**src/rtl/tx_frame_builder.sv**
```systemverilog
module tx_frame_builder #(
  parameter int PRE_W = 8,
  parameter int SYNC_MAX = 4,
  parameter int HDR_MAX = 4,
  parameter logic [15:0] POLY_A = 16'h1021,
  parameter logic [15:0] POLY_B = 16'h8005,
  parameter logic [15:0] CRC_INIT = 16'hFFFF,
  localparam int SLW = $clog2(SYNC_MAX),
  localparam int HLW = $clog2(HDR_MAX + 1),
  localparam int BCW = (PRE_W > 8) ? PRE_W : 8
) (
  input  logic                  clk,
  input  logic                  rst_n,
  input  logic                  start,
  input  logic                  bit_en,
  input  logic [PRE_W-1:0]      cfg_pre_len,
  input  logic [SLW-1:0]        cfg_sync_len,
  input  logic [8*SYNC_MAX-1:0] cfg_sync_word,
  input  logic [HLW-1:0]        cfg_hdr_len,
  input  logic [8*HDR_MAX-1:0]  cfg_hdr_bytes,
  input  logic                  cfg_len_en,
  input  logic [7:0]            cfg_pay_len,
  input  logic                  cfg_crc_en,
  input  logic                  cfg_crc_sel,
  input  logic                  fifo_empty,
  input  logic [7:0]            fifo_data,
  output logic                  fifo_rd,
  output logic                  tx_bit,
  output logic                  tx_valid,
  output logic                  pkt_sent
);

  typedef enum logic [2:0] {S_IDLE, S_PRE, S_SYNC, S_HDR, S_LEN, S_PAY, S_CRC} sec_t;

  sec_t           sec, nxt;
  logic [BCW-1:0] bytec, pre_n;
  logic [2:0]     bitc;
  logic [15:0]    crc, poly;
  logic           fin, step, last_byte, cur_bit, covered;
  logic [7:0]     cur_byte;
  logic [HLW-1:0] hdr_n, hdr_idx;
  logic [SLW-1:0] sync_idx;
  sec_t           after_pay, after_len, after_hdr, after_sync;

  assign pre_n    = (cfg_pre_len == '0) ? BCW'(1) : BCW'(cfg_pre_len);
  assign hdr_n    = (cfg_hdr_len > HLW'(HDR_MAX)) ? HLW'(HDR_MAX) : cfg_hdr_len;
  assign sync_idx = cfg_sync_len - bytec[SLW-1:0];
  assign hdr_idx  = hdr_n - HLW'(1) - bytec[HLW-1:0];
  assign poly     = cfg_crc_sel ? POLY_B : POLY_A;

  assign after_pay  = cfg_crc_en ? S_CRC : S_IDLE;
  assign after_len  = (cfg_pay_len != 8'd0) ? S_PAY : after_pay;
  assign after_hdr  = cfg_len_en ? S_LEN : after_len;
  assign after_sync = (hdr_n != '0) ? S_HDR : after_hdr;

  always_comb begin
    case (sec)
      S_PRE:   nxt = S_SYNC;
      S_SYNC:  nxt = after_sync;
      S_HDR:   nxt = after_hdr;
      S_LEN:   nxt = after_len;
      S_PAY:   nxt = after_pay;
      default: nxt = S_IDLE;
    endcase
  end

  always_comb begin
    case (sec)
      S_PRE:   cur_byte = 8'b0101_0101;
      S_SYNC:  cur_byte = cfg_sync_word[8*sync_idx +: 8];
      S_HDR:   cur_byte = cfg_hdr_bytes[8*hdr_idx +: 8];
      S_LEN:   cur_byte = cfg_pay_len;
      S_PAY:   cur_byte = fifo_data;
      S_CRC:   cur_byte = bytec[0] ? crc[7:0] : crc[15:8];
      default: cur_byte = 8'h00;
    endcase
  end

  always_comb begin
    case (sec)
      S_PRE:   last_byte = (bytec == pre_n - BCW'(1));
      S_SYNC:  last_byte = (bytec == BCW'(cfg_sync_len));
      S_HDR:   last_byte = (bytec == BCW'(hdr_n) - BCW'(1));
      S_LEN:   last_byte = 1'b1;
      S_PAY:   last_byte = (bytec == BCW'(cfg_pay_len) - BCW'(1));
      S_CRC:   last_byte = (bytec == BCW'(1));
      default: last_byte = 1'b0;
    endcase
  end

  assign cur_bit = cur_byte[3'd7 - bitc];
  assign covered = (sec == S_HDR) || (sec == S_LEN) || (sec == S_PAY);
  assign step    = (sec != S_IDLE) && bit_en && !((sec == S_PAY) && fifo_empty);
  assign fifo_rd = step && (sec == S_PAY) && (bitc == 3'd7);

  always_ff @(posedge clk) begin
    if (!rst_n) begin
      sec      <= S_IDLE;
      bytec    <= '0;
      bitc     <= '0;
      crc      <= CRC_INIT;
      fin      <= 1'b0;
      pkt_sent <= 1'b0;
      tx_bit   <= 1'b0;
      tx_valid <= 1'b0;
    end else begin
      tx_valid <= step;
      if (step) tx_bit <= cur_bit;
      fin      <= 1'b0;
      pkt_sent <= fin;
      if (sec == S_IDLE) begin
        if (start) begin
          sec   <= S_PRE;
          bytec <= '0;
          bitc  <= '0;
          crc   <= CRC_INIT;
        end
      end else if (step) begin
        if (covered) crc <= {crc[14:0], 1'b0} ^ ((crc[15] ^ cur_bit) ? poly : 16'h0000);
        bitc <= bitc + 3'd1;
        if (bitc == 3'd7) begin
          if (last_byte) begin
            sec   <= nxt;
            bytec <= '0;
            fin   <= (nxt == S_IDLE);
          end else begin
            bytec <= bytec + BCW'(1);
          end
        end
      end
    end
  end

  p_valid_needs_en_r7: assert property (@(posedge clk) disable iff (!rst_n)
    tx_valid |-> $past(bit_en));

  p_no_pop_empty_r8: assert property (@(posedge clk) disable iff (!rst_n)
    fifo_rd |-> !fifo_empty);

  p_sent_single_r9: assert property (@(posedge clk) disable iff (!rst_n)
    pkt_sent |=> !pkt_sent);

  p_sent_after_last_bit_r9: assert property (@(posedge clk) disable iff (!rst_n)
    pkt_sent |-> ($past(tx_valid) && !tx_valid && sec != S_CRC));

  p_pre_starts_zero_r2: assert property (@(posedge clk) disable iff (!rst_n)
    (sec == S_PRE && bytec == '0 && bitc == 3'd0 && step) |=> !tx_bit);

  p_busy_start_ignored_r10: assert property (@(posedge clk) disable iff (!rst_n)
    (sec != S_IDLE && sec != S_PRE && start) |=> (sec != S_PRE));

endmodule

```
**config.mk**
```make
export PLATFORM = sky130hd
export DESIGN_NAME = tx_frame_builder
export DESIGN_NICKNAME = d
export VERILOG_FILES = /design/src/rtl/tx_frame_builder.sv
export SDC_FILE = /design/constraint.sdc
export NUM_CORES = 1
export LEC_CHECK = 0
export CAP_MARGIN = 20
export CORE_MARGIN = 10
export CORE_UTILIZATION = 40
export CTS_BUF_LIST = sky130_fd_sc_hd__clkbuf_2 sky130_fd_sc_hd__clkbuf_4 sky130_fd_sc_hd__clkbuf_8
export DETAILED_ROUTE_END_ITERATION = 8
export DONT_BUFFER_PORTS = 1
export PLACE_DENSITY = 0.57
export SKIP_LAST_GASP = 1
export SLEW_MARGIN = 15
export SYNTH_ARGS = -nofsm -noshare
export SYNTH_HDL_FRONTEND = slang
export SYNTH_SLANG_ARGS = --single-unit
```
**constraint.sdc**
```tcl
create_clock -name clk -period 10.36 [get_ports clk]
set_input_delay 3.108 -clock clk [delete_from_list [all_inputs] [get_ports clk]]
set_output_delay 3.108 -clock clk [all_outputs]
set_load 0.05 [all_outputs]
```
---- Word level (Yosys, flattened, before mapping) ----
Index checks and enable logic that the tools add are counted.
W data, S select, Z words.
cells by class
  $add $sub $neg .......................... 9
  order comparisons ....................... 2
  eq/ne operators ......................... 13
  shifts and indexed selects .............. 2
  mux-type cells .......................... 31
  bitwise logic cells ..................... 6
  reductions and logical operators ........ 23
operator list
  kind                   count
  $mux W16               6
  $mux W8                7
  $pmux W8 S6            1
  $mux W3                13
  $shiftx A32 B6 Y8      1
  $shiftx A32 B7 Y8      1
  $eq A8 B8 Y1           3
  $sub A8 B1 Y8 const B  2
  $xor A16 B16 Y16       1
  $pmux W3 S5            1
  $eq A3 B3 Y1 const B   4
  $add A8 B1 Y8 const B  1
  $eq A8 B1 Y1 const B   1
  $eq A8 B2 Y1           1
  $logic_not A8 Y1       1
  $reduce_bool A2 Y1     4
  $reduce_bool A8 Y1     1
  $eq A3 B2 Y1 const B   2
  $logic_not A3 Y1       2
  $pmux W1 S6            1
  $reduce_and A3 Y1      2
  $reduce_bool A3 Y1     2
  $logic_and A1 B1 Y1    5
  $reduce_or A5 Y1       1
  18 further kinds       22
word-level totals
  bits in registers ....................... 34
  input bits .............................. 101
  output and inout port bits .............. 4
  word-level logic and storage cells ...... 94

---- Logic depth before layout (Yosys ltp) ----
Gate-level depths: netlist of the first run.
  depth after elaboration ................. 14
  depth in mapped cells ................... 16
  depth with buffers taken out ............ 14

---- Least setup slack after synthesis of the first run ----
No wires, ideal clock.
  kind .................................... input port to output port
  from .................................... input fifo_empty
  to ...................................... output fifo_rd
  arrival time ............................ 4.205 ns
  required time ........................... 7.252 ns
  slack ................................... 3.047 ns
  cell stages on the path ................. 1
  buffers on the path ..................... 0
  path through ............................ nor3_1
between the ends
  cells in the longest elaborated chain, start to end .. 5
ends and longest elaborated chain
  item                               RTL line  source
  start: declaration                 25        input logic fifo_empty,
  $logic_and A1 B1 Y1                93        assign step = (sec != S_IDLE) && bit_en && !((sec == S_PAY) && fifo_empty);
  $logic_not A1 Y1                   93
  $logic_and A1 B1 Y1                93
  $logic_and A1 B1 Y1 (2 in series)  94        assign fifo_rd = step && (sec == S_PAY) && (bitc == 3'd7);
  end: declaration                   27        output logic fifo_rd,
No other way between the ends.

---- Final worst setup path of the first run ----
  from .................................... input bit_en
  to ...................................... output fifo_rd
between the ends
  cells in the longest elaborated chain, start to end .. 4
ends and longest elaborated chain
  item                               RTL line  source
  start: declaration                 15        input logic bit_en,
  $logic_and A1 B1 Y1 (2 in series)  93
  $logic_and A1 B1 Y1 (2 in series)  94
No other way between the ends.

==> impl_metrics.py, run 1 <==
metrics = {
    "outcome": {
        "status": "complete, no violations",
    },
    "synthesis": {
        "async_reset_ff_frac": 0,
        "synth_edf_count": 0,
        "synth_cell_types": 77,
        "syn-instance-count": 446,
        "syn_avg_cell_area_um2": 7.903,
        "synth_top_area_cell": "dfxtp_1",
        "synth.top_cell.area_share": 0.1931,
        "synth_ff_type": "dfxtp_1",
        "synth_fp_nets": 556,
        "syn-cell-area_mm2": 0.003525,
        "yosysWarnings": 0,
        "ys_seq_area_frac": 0.1931,
        "ys_ff_latch": 34,
        "synth_area_leaders": "dfxtp_1, mux2i_1, nand2_1",
    },
    "cts": {
        "clock_sinks": 34,
        "cts_buffer_depth": 2,
        "holdBufCountCts": 0,
        "clk_root_buffer_cell": "clkbuf_8",
        "clock_latency_ns": 0.29,
        "cts.clk_slew.worst_paths_ns": 0.07,
        "htreeDepth": 2,
        "numCtsBuffers": 5,
        "cts_setup_buffers": 0,
        "cts_tree": "yes",
        "cts_resized": 0,
    },
    "floorplan": {
        "row_count": 34,
        "core-area_mm2": 0.008636,
        "die_w_um": 113.9,
        "die_area_mm2": 0.01297,
        "io_pins": 105,
        "die_h_um": 113.9,
        "initial_utilization": 0.4081,
    },
    "timing": {
        "finalWorstPathRequiredPeriod_ns": 6.906,
        "final_hold_viol_count": 0,
        "rsz0062_at_grt": "no",
        "timing.slew.headroom": 0.3105,
        "fmax_mhz": 144.8,
        "setup_viol": 0,
        "drv_slew": 0,
        "finalSetupTns_ns": 0,
        "max_slew.worst_pin.slew_ns": 1.034,
        "finalCritPeriodShare": 0.6666,
        "clock_skew_ns": 0.007923,
        "finalWorstSetupSlack_ns": 3.454,
    },
    "drt": {
        "ant_nets": 0,
        "drc": 0,
        "wire_per_inst_um": 21.68,
        "via_count": 3382,
        "drt-initial-drc-count": 332,
        "vias_per_cell": 6.321,
        "drtPass1Iterations": 4,
        "wl_mm": 11.60,
    },
    "run": {
        "cap_violations": 0,
    },
    "worst_setup_path": {
        "crit_required_ns": 7.25,
        "path_max_fanout": 5,
        "crit_arrival_ns": 3.80,
        "crit_slowest_cell": "nor3_2",
        "path_buf_inv": 0,
        "cp_cell_sequence": "nand2_1 -> nor3_2",
        "critPathTopFamily": "simple AND/OR/NAND/NOR gates",
        "startpoint_type": "input port",
        "max_stage_delay_ns": 0.65,
        "crit_path_end_kind": "primary output",
        "critical_path_class": "input port to primary output",
    },
    "cells_and_area": {
        "drive_gt1_frac": 0.09368,
        "fillers": 898,
        "final_common_cell": "nand2_1",
        "num-nets-final": 536,
        "layout_common_cells": "nand2_1, nor2_1, dfxtp_1",
        "utilization": 0.4199,
        "num_antenna_cells": 0,
        "stdcell_area_mm2": 0.003626,
        "syn_to_final_growth_pct": 2.875,
    },
    "power": {
        "p_leak_nw": 1.282,
        "irDropWorstVdd_mv": 0.1001,
        "powerDensity_mw_per_mm2": 183.6,
    },
    "global_routing": {
        "grt_max_degree": 39,
        "antenna_found_initial": 0,
        "grt.total_usage": 0.1676,
        "grt.overflow.total": 0,
        "grt_pass1_vias": 3290,
        "grt_first_pass_wirelength_mm": 17.92,
    },
    "hold_path": {
        "worstHoldPathType": "flip-flop to flip-flop",
    },
    "placement": {
        "dpl_cell_area_mm2": 0.003517,
        "port_buffers": 0,
        "hpwl_mm": 8.981,
        "place.gp.congestion": 0.8351,
        "pre_cts_ws_ns": 3.446,
    },
}
Yosys cell counts, drive strengths merged (4+ instances only):
master	count
a21boi	6
nand2b	8
nor3	21
nand2	49
o31ai	4
buf	20
clkbuf	11
a211oi	10
a22o	6
nand3b	4
o211ai	5
a211o	4
mux2i	33
o22ai	8
nor2	46
ha	8
nand4	6
xor2	4
or3	6
and3	5
xnor2	12
a21oi	16
dfxtp	34
inv	13
mux4	8
a31oi	5
nand3	12
o21ai	29
sequential cells by signal, indices dropped and copies added (netlist names):
signal	cells
pkt_sent	1
bitc	3
tx_bit	1
fin	1
tx_valid	1
crc	16
bytec	8
sec	3
metrics by stage:
step | power, mW | std cells | hold slack (ns)
global route | 0.7068 | 535 | 0.4869
floorplan | 0.4747 | 446 | 0.4119
CTS | 0.6634 | 535 | 0.4468
finish | 0.6657 | 535 | 0.4489
detailed placement | 0.5412 | 527 | 0.4233
global placement | 0.5397 | 527 | 0.4223
report_power, final:
part	switching, mW	internal, mW	leakage, nW
clock	0.0521	0.0708	0.0579
combinational	0.225	0.154	0.949
sequential	0.0222	0.141	0.275
cells by family (layout without fill, tap and decap cells):
| kind of cell | Yosys count | count (layout) | synth area share |
|---|---|---|---|
| AND/OR/NAND/NOR | 176 | 176 | 0.2499 |
| AO/OA/AOI/OAI | 123 | 123 | 0.2524 |
| buffers and inverters | 44 | 25 | 0.06425 |
| multiplexers | 42 | 42 | 0.1480 |
| flip-flops | 34 | 34 | 0.1931 |
| XOR/XNOR | 18 | 18 | 0.05822 |
| adder cells (fa/ha/maj) | 9 | 9 | 0.03408 |
path summary, 6_finish.rpt:
kind         slack (ns)                start  cells after the start             endpoint
max                3.45               bit_en                      2              fifo_rd
min                0.45       fin$_SDFF_PP0_                      1  pkt_sent$_SDFF_PN0_
max reg2reg        5.96  sec[0]$_SDFFE_PN0P_                     13  sec[2]$_SDFFE_PN0P_
min reg2reg        0.45       fin$_SDFF_PP0_                      1  pkt_sent$_SDFF_PN0_
layer usage:
metal / share of wire / wire length [um] / global-route usage
met5: 0 / 0 / 0
met3: 0.096 / 1114 / 0.04567
met2: 0.46 / 5365 / 0.2677
met4: 0.0090 / 104 / 0.03676
met1: 0.43 / 5015 / 0.2199
area by class of cell:
cell class,count,area (um2),area share
clock buffers,5,68.82,0.01898
clock inverters,3,40.04,0.01104
inverters,13,48.80,0.01346
multi-input cells,368,2623,0.7233
flip-flops and latches,34,680.7,0.1877
well taps,108,135.1,0.03727
repair buffers,4,30.03,0.008282
Note: power is estimated with default switching activity, not from simulation.
==> run 2: changes to the inputs <==
==> constraint.sdc (replaced) <==
create_clock -name clk -period 7.1 [get_ports clk]
set_input_delay 2.13 -clock clk [delete_from_list [all_inputs] [get_ports clk]]
set_output_delay 2.13 -clock clk [all_outputs]
set_load 0.05 [all_outputs]
==> run 2 against run 1 <==
  * Total power is 51% higher
  * Non-clock buffer count is the same
  * Count of clock-buffer cells in the layout unchanged
  * Flip-flop and latch count did not move
  * Cell count stayed put
  * Sequential share of layout area shrank 0.15 points
  * Critical path depth is 12 higher
  * Design area grew 0.79%
==> impl_metrics.py, run 2 (synthesis results as in run 1) <==
metrics = {
    "global_routing": {
        "antenna_found_initial": 0,
        "grt.total_usage": 0.1709,
        "grt_max_degree": 35,
        "grt.overflow.total": 0,
        "grt_first_pass_wirelength_mm": 18.27,
        "grt_pass1_vias": 3322,
    },
    "timing": {
        "drv_slew": 0,
        "finalWorstPathRequiredPeriod_ns": 5.186,
        "setup_viol": 0,
        "finalSetupTns_ns": 0,
        "timing.slew.headroom": 0.3369,
        "final_hold_viol_count": 0,
        "finalCritPeriodShare": 0.7304,
        "fmax_mhz": 192.8,
        "finalWorstSetupSlack_ns": 1.914,
        "max_slew.worst_pin.slew_ns": 0.9947,
        "clock_skew_ns": 0.01310,
        "rsz0062_at_grt": "no",
    },
    "power": {
        "irDropWorstVdd_mv": 0.09068,
        "p_leak_nw": 1.292,
        "sw_frac_of_total": 0.4324,
        "seqPwrFrac": 0.250,
        "p_int_mw": 0.5713,
        "pwr-share-comb": 0.533,
        "pwr-share-clk": 0.217,
        "switchingPower_mw": 0.4353,
        "powerDensity_mw_per_mm2": 275.4,
        "power_mw": 1.007,
    },
    "drt": {
        "drt-initial-drc-count": 203,
        "ant_nets": 0,
        "via_count": 3392,
        "vias_per_cell": 6.340,
        "drtPass1Iterations": 5,
        "drc": 0,
        "wl_mm": 11.72,
        "wire_per_inst_um": 21.91,
    },
    "placement": {
        "port_buffers": 0,
        "place.gp.congestion": 0.8912,
        "dpl_cell_area_mm2": 0.003517,
        "pre_cts_ws_ns": 1.647,
        "hpwl_mm": 9.241,
    },
    "cts": {
        "cts_setup_buffers": 0,
        "numCtsBuffers": 5,
        "cts_tree": "yes",
        "cts_resized": 0,
        "holdBufCountCts": 0,
        "htreeDepth": 2,
        "cts_buffer_depth": 2,
        "clock_sinks": 34,
        "cts.clk_slew.worst_paths_ns": 0.07,
        "clk_root_buffer_cell": "clkbuf_8",
        "clock_latency_ns": 0.30,
    },
    "hold_path": {
        "worstHoldPathType": "flip-flop to flip-flop",
    },
    "worst_setup_path": {
        "crit_required_ns": 7.32,
        "path_max_fanout": 9,
        "startpoint_type": "input port",
        "crit_path_end_kind": "flip-flop",
        "critical_path_class": "input port to flip-flop",
        "crit_arrival_ns": 5.41,
    },
    "floorplan": {
        "die_w_um": 113.9,
        "row_count": 34,
        "die_area_mm2": 0.01297,
        "initial_utilization": 0.4081,
        "core-area_mm2": 0.008636,
        "die_h_um": 113.9,
        "io_pins": 105,
    },
    "cells_and_area": {
        "final_common_cell": "nand2_1",
        "drive_gt1_frac": 0.09368,
        "regMostFlops": "crc",
        "num-nets-final": 536,
        "layout_common_cells": "nand2_1, nor2_1, dfxtp_1",
        "largest_registers": "crc (16), bytec (8)",
        "syn_to_final_growth_pct": 3.692,
        "stdcell_area_mm2": 0.003655,
        "largest_reg_flops": 16,
        "num_antenna_cells": 0,
    },
    "outcome": {
        "status": "complete, no violations",
    },
    "run": {
        "cap_violations": 0,
    },
}
## run 2: cell types whose count changed in the layout (fill, tap and decap cells not counted)
| cell | before | now |
|---|---|---|
| clkinv_2 | 2 | 0 |
| clkinv_4 | 0 | 1 |
| bufinv_16 | 1 | 2 |
## run 2: layout make-up
| class | instances | area [um2] |
|---|---|---|
| timing repair buffer | 4 | 30.03 |
| clock inverter | 3 | 68.82 |
| fill | 911 | 4981 |
| sequential | 34 | 680.7 |
| tap | 108 | 135.1 |
| multi-input combinational | 368 | 2623 |
| clock buffer | 5 | 68.82 |
| inverter | 13 | 48.80 |
## run 2: per-layer routing
| metal | GRT usage | routed length, um | vias up |
|---|---|---|---|
| met4 | 0.05180 | 208 | 0 |
| met5 | 0 | 0 | - |
| met2 | 0.2677 | 5285 | 164 |
| met1 | 0.2123 | 4829 | 1587 |
| li1 | - | - | 1625 |
| met3 | 0.06562 | 1399 | 16 |
## run 2: critical path: stages
cell	delay [ns]
nor4_1	0.57
a21oi_1	0.23
nand2_1	0.12
o21ai_0	0.10
ha_1	0.28
or3b_1	0.24
nor3_1	0.07
nor3_1	0.22
a21oi_1	0.10
or3_1	0.40
a31oi_2	0.25
nand4_4	0.15
a21oi_4	0.33
mux2i_1	0.21
## run 2: path summary, 6_finish.rpt
| check | depth (start not counted) | slack, ns | endpoint | start |
|---|---|---|---|---|
| hold reg to reg | 1 | 0.44 | pkt_sent$_SDFF_PN0_ | fin$_SDFF_PP0_ |
| hold / removal | 1 | 0.44 | pkt_sent$_SDFF_PN0_ | fin$_SDFF_PP0_ |
| setup reg to reg | 13 | 2.54 | sec[1]$_SDFFE_PN0P_ | sec[2]$_SDFFE_PN0P_ |
| setup / recovery | 14 | 1.91 | sec[1]$_SDFFE_PN0P_ | cfg_pre_len[4] |
## run 2: power by group through the flow
stage          registers [mW]  clock network (mW)  logic (mW)
5_1_grt                 0.255               0.230       0.582
3_3_place_gp            0.255                   0       0.530
6_report                0.252               0.219       0.536
4_1_cts                 0.251               0.222       0.534
2_1_floorplan           0.227                   0       0.465
3_5_place_dp            0.255                   0       0.531
## run 2: stage by stage
stage               instances  hold slack, ns  utilization
floorplan                 446          0.4119            -
global placement          527          0.4222       0.4073
detailed placement        527          0.4273       0.4073
CTS                       535          0.4471       0.4232
global route              535          0.4955       0.4232
finish                    535          0.4421       0.4232
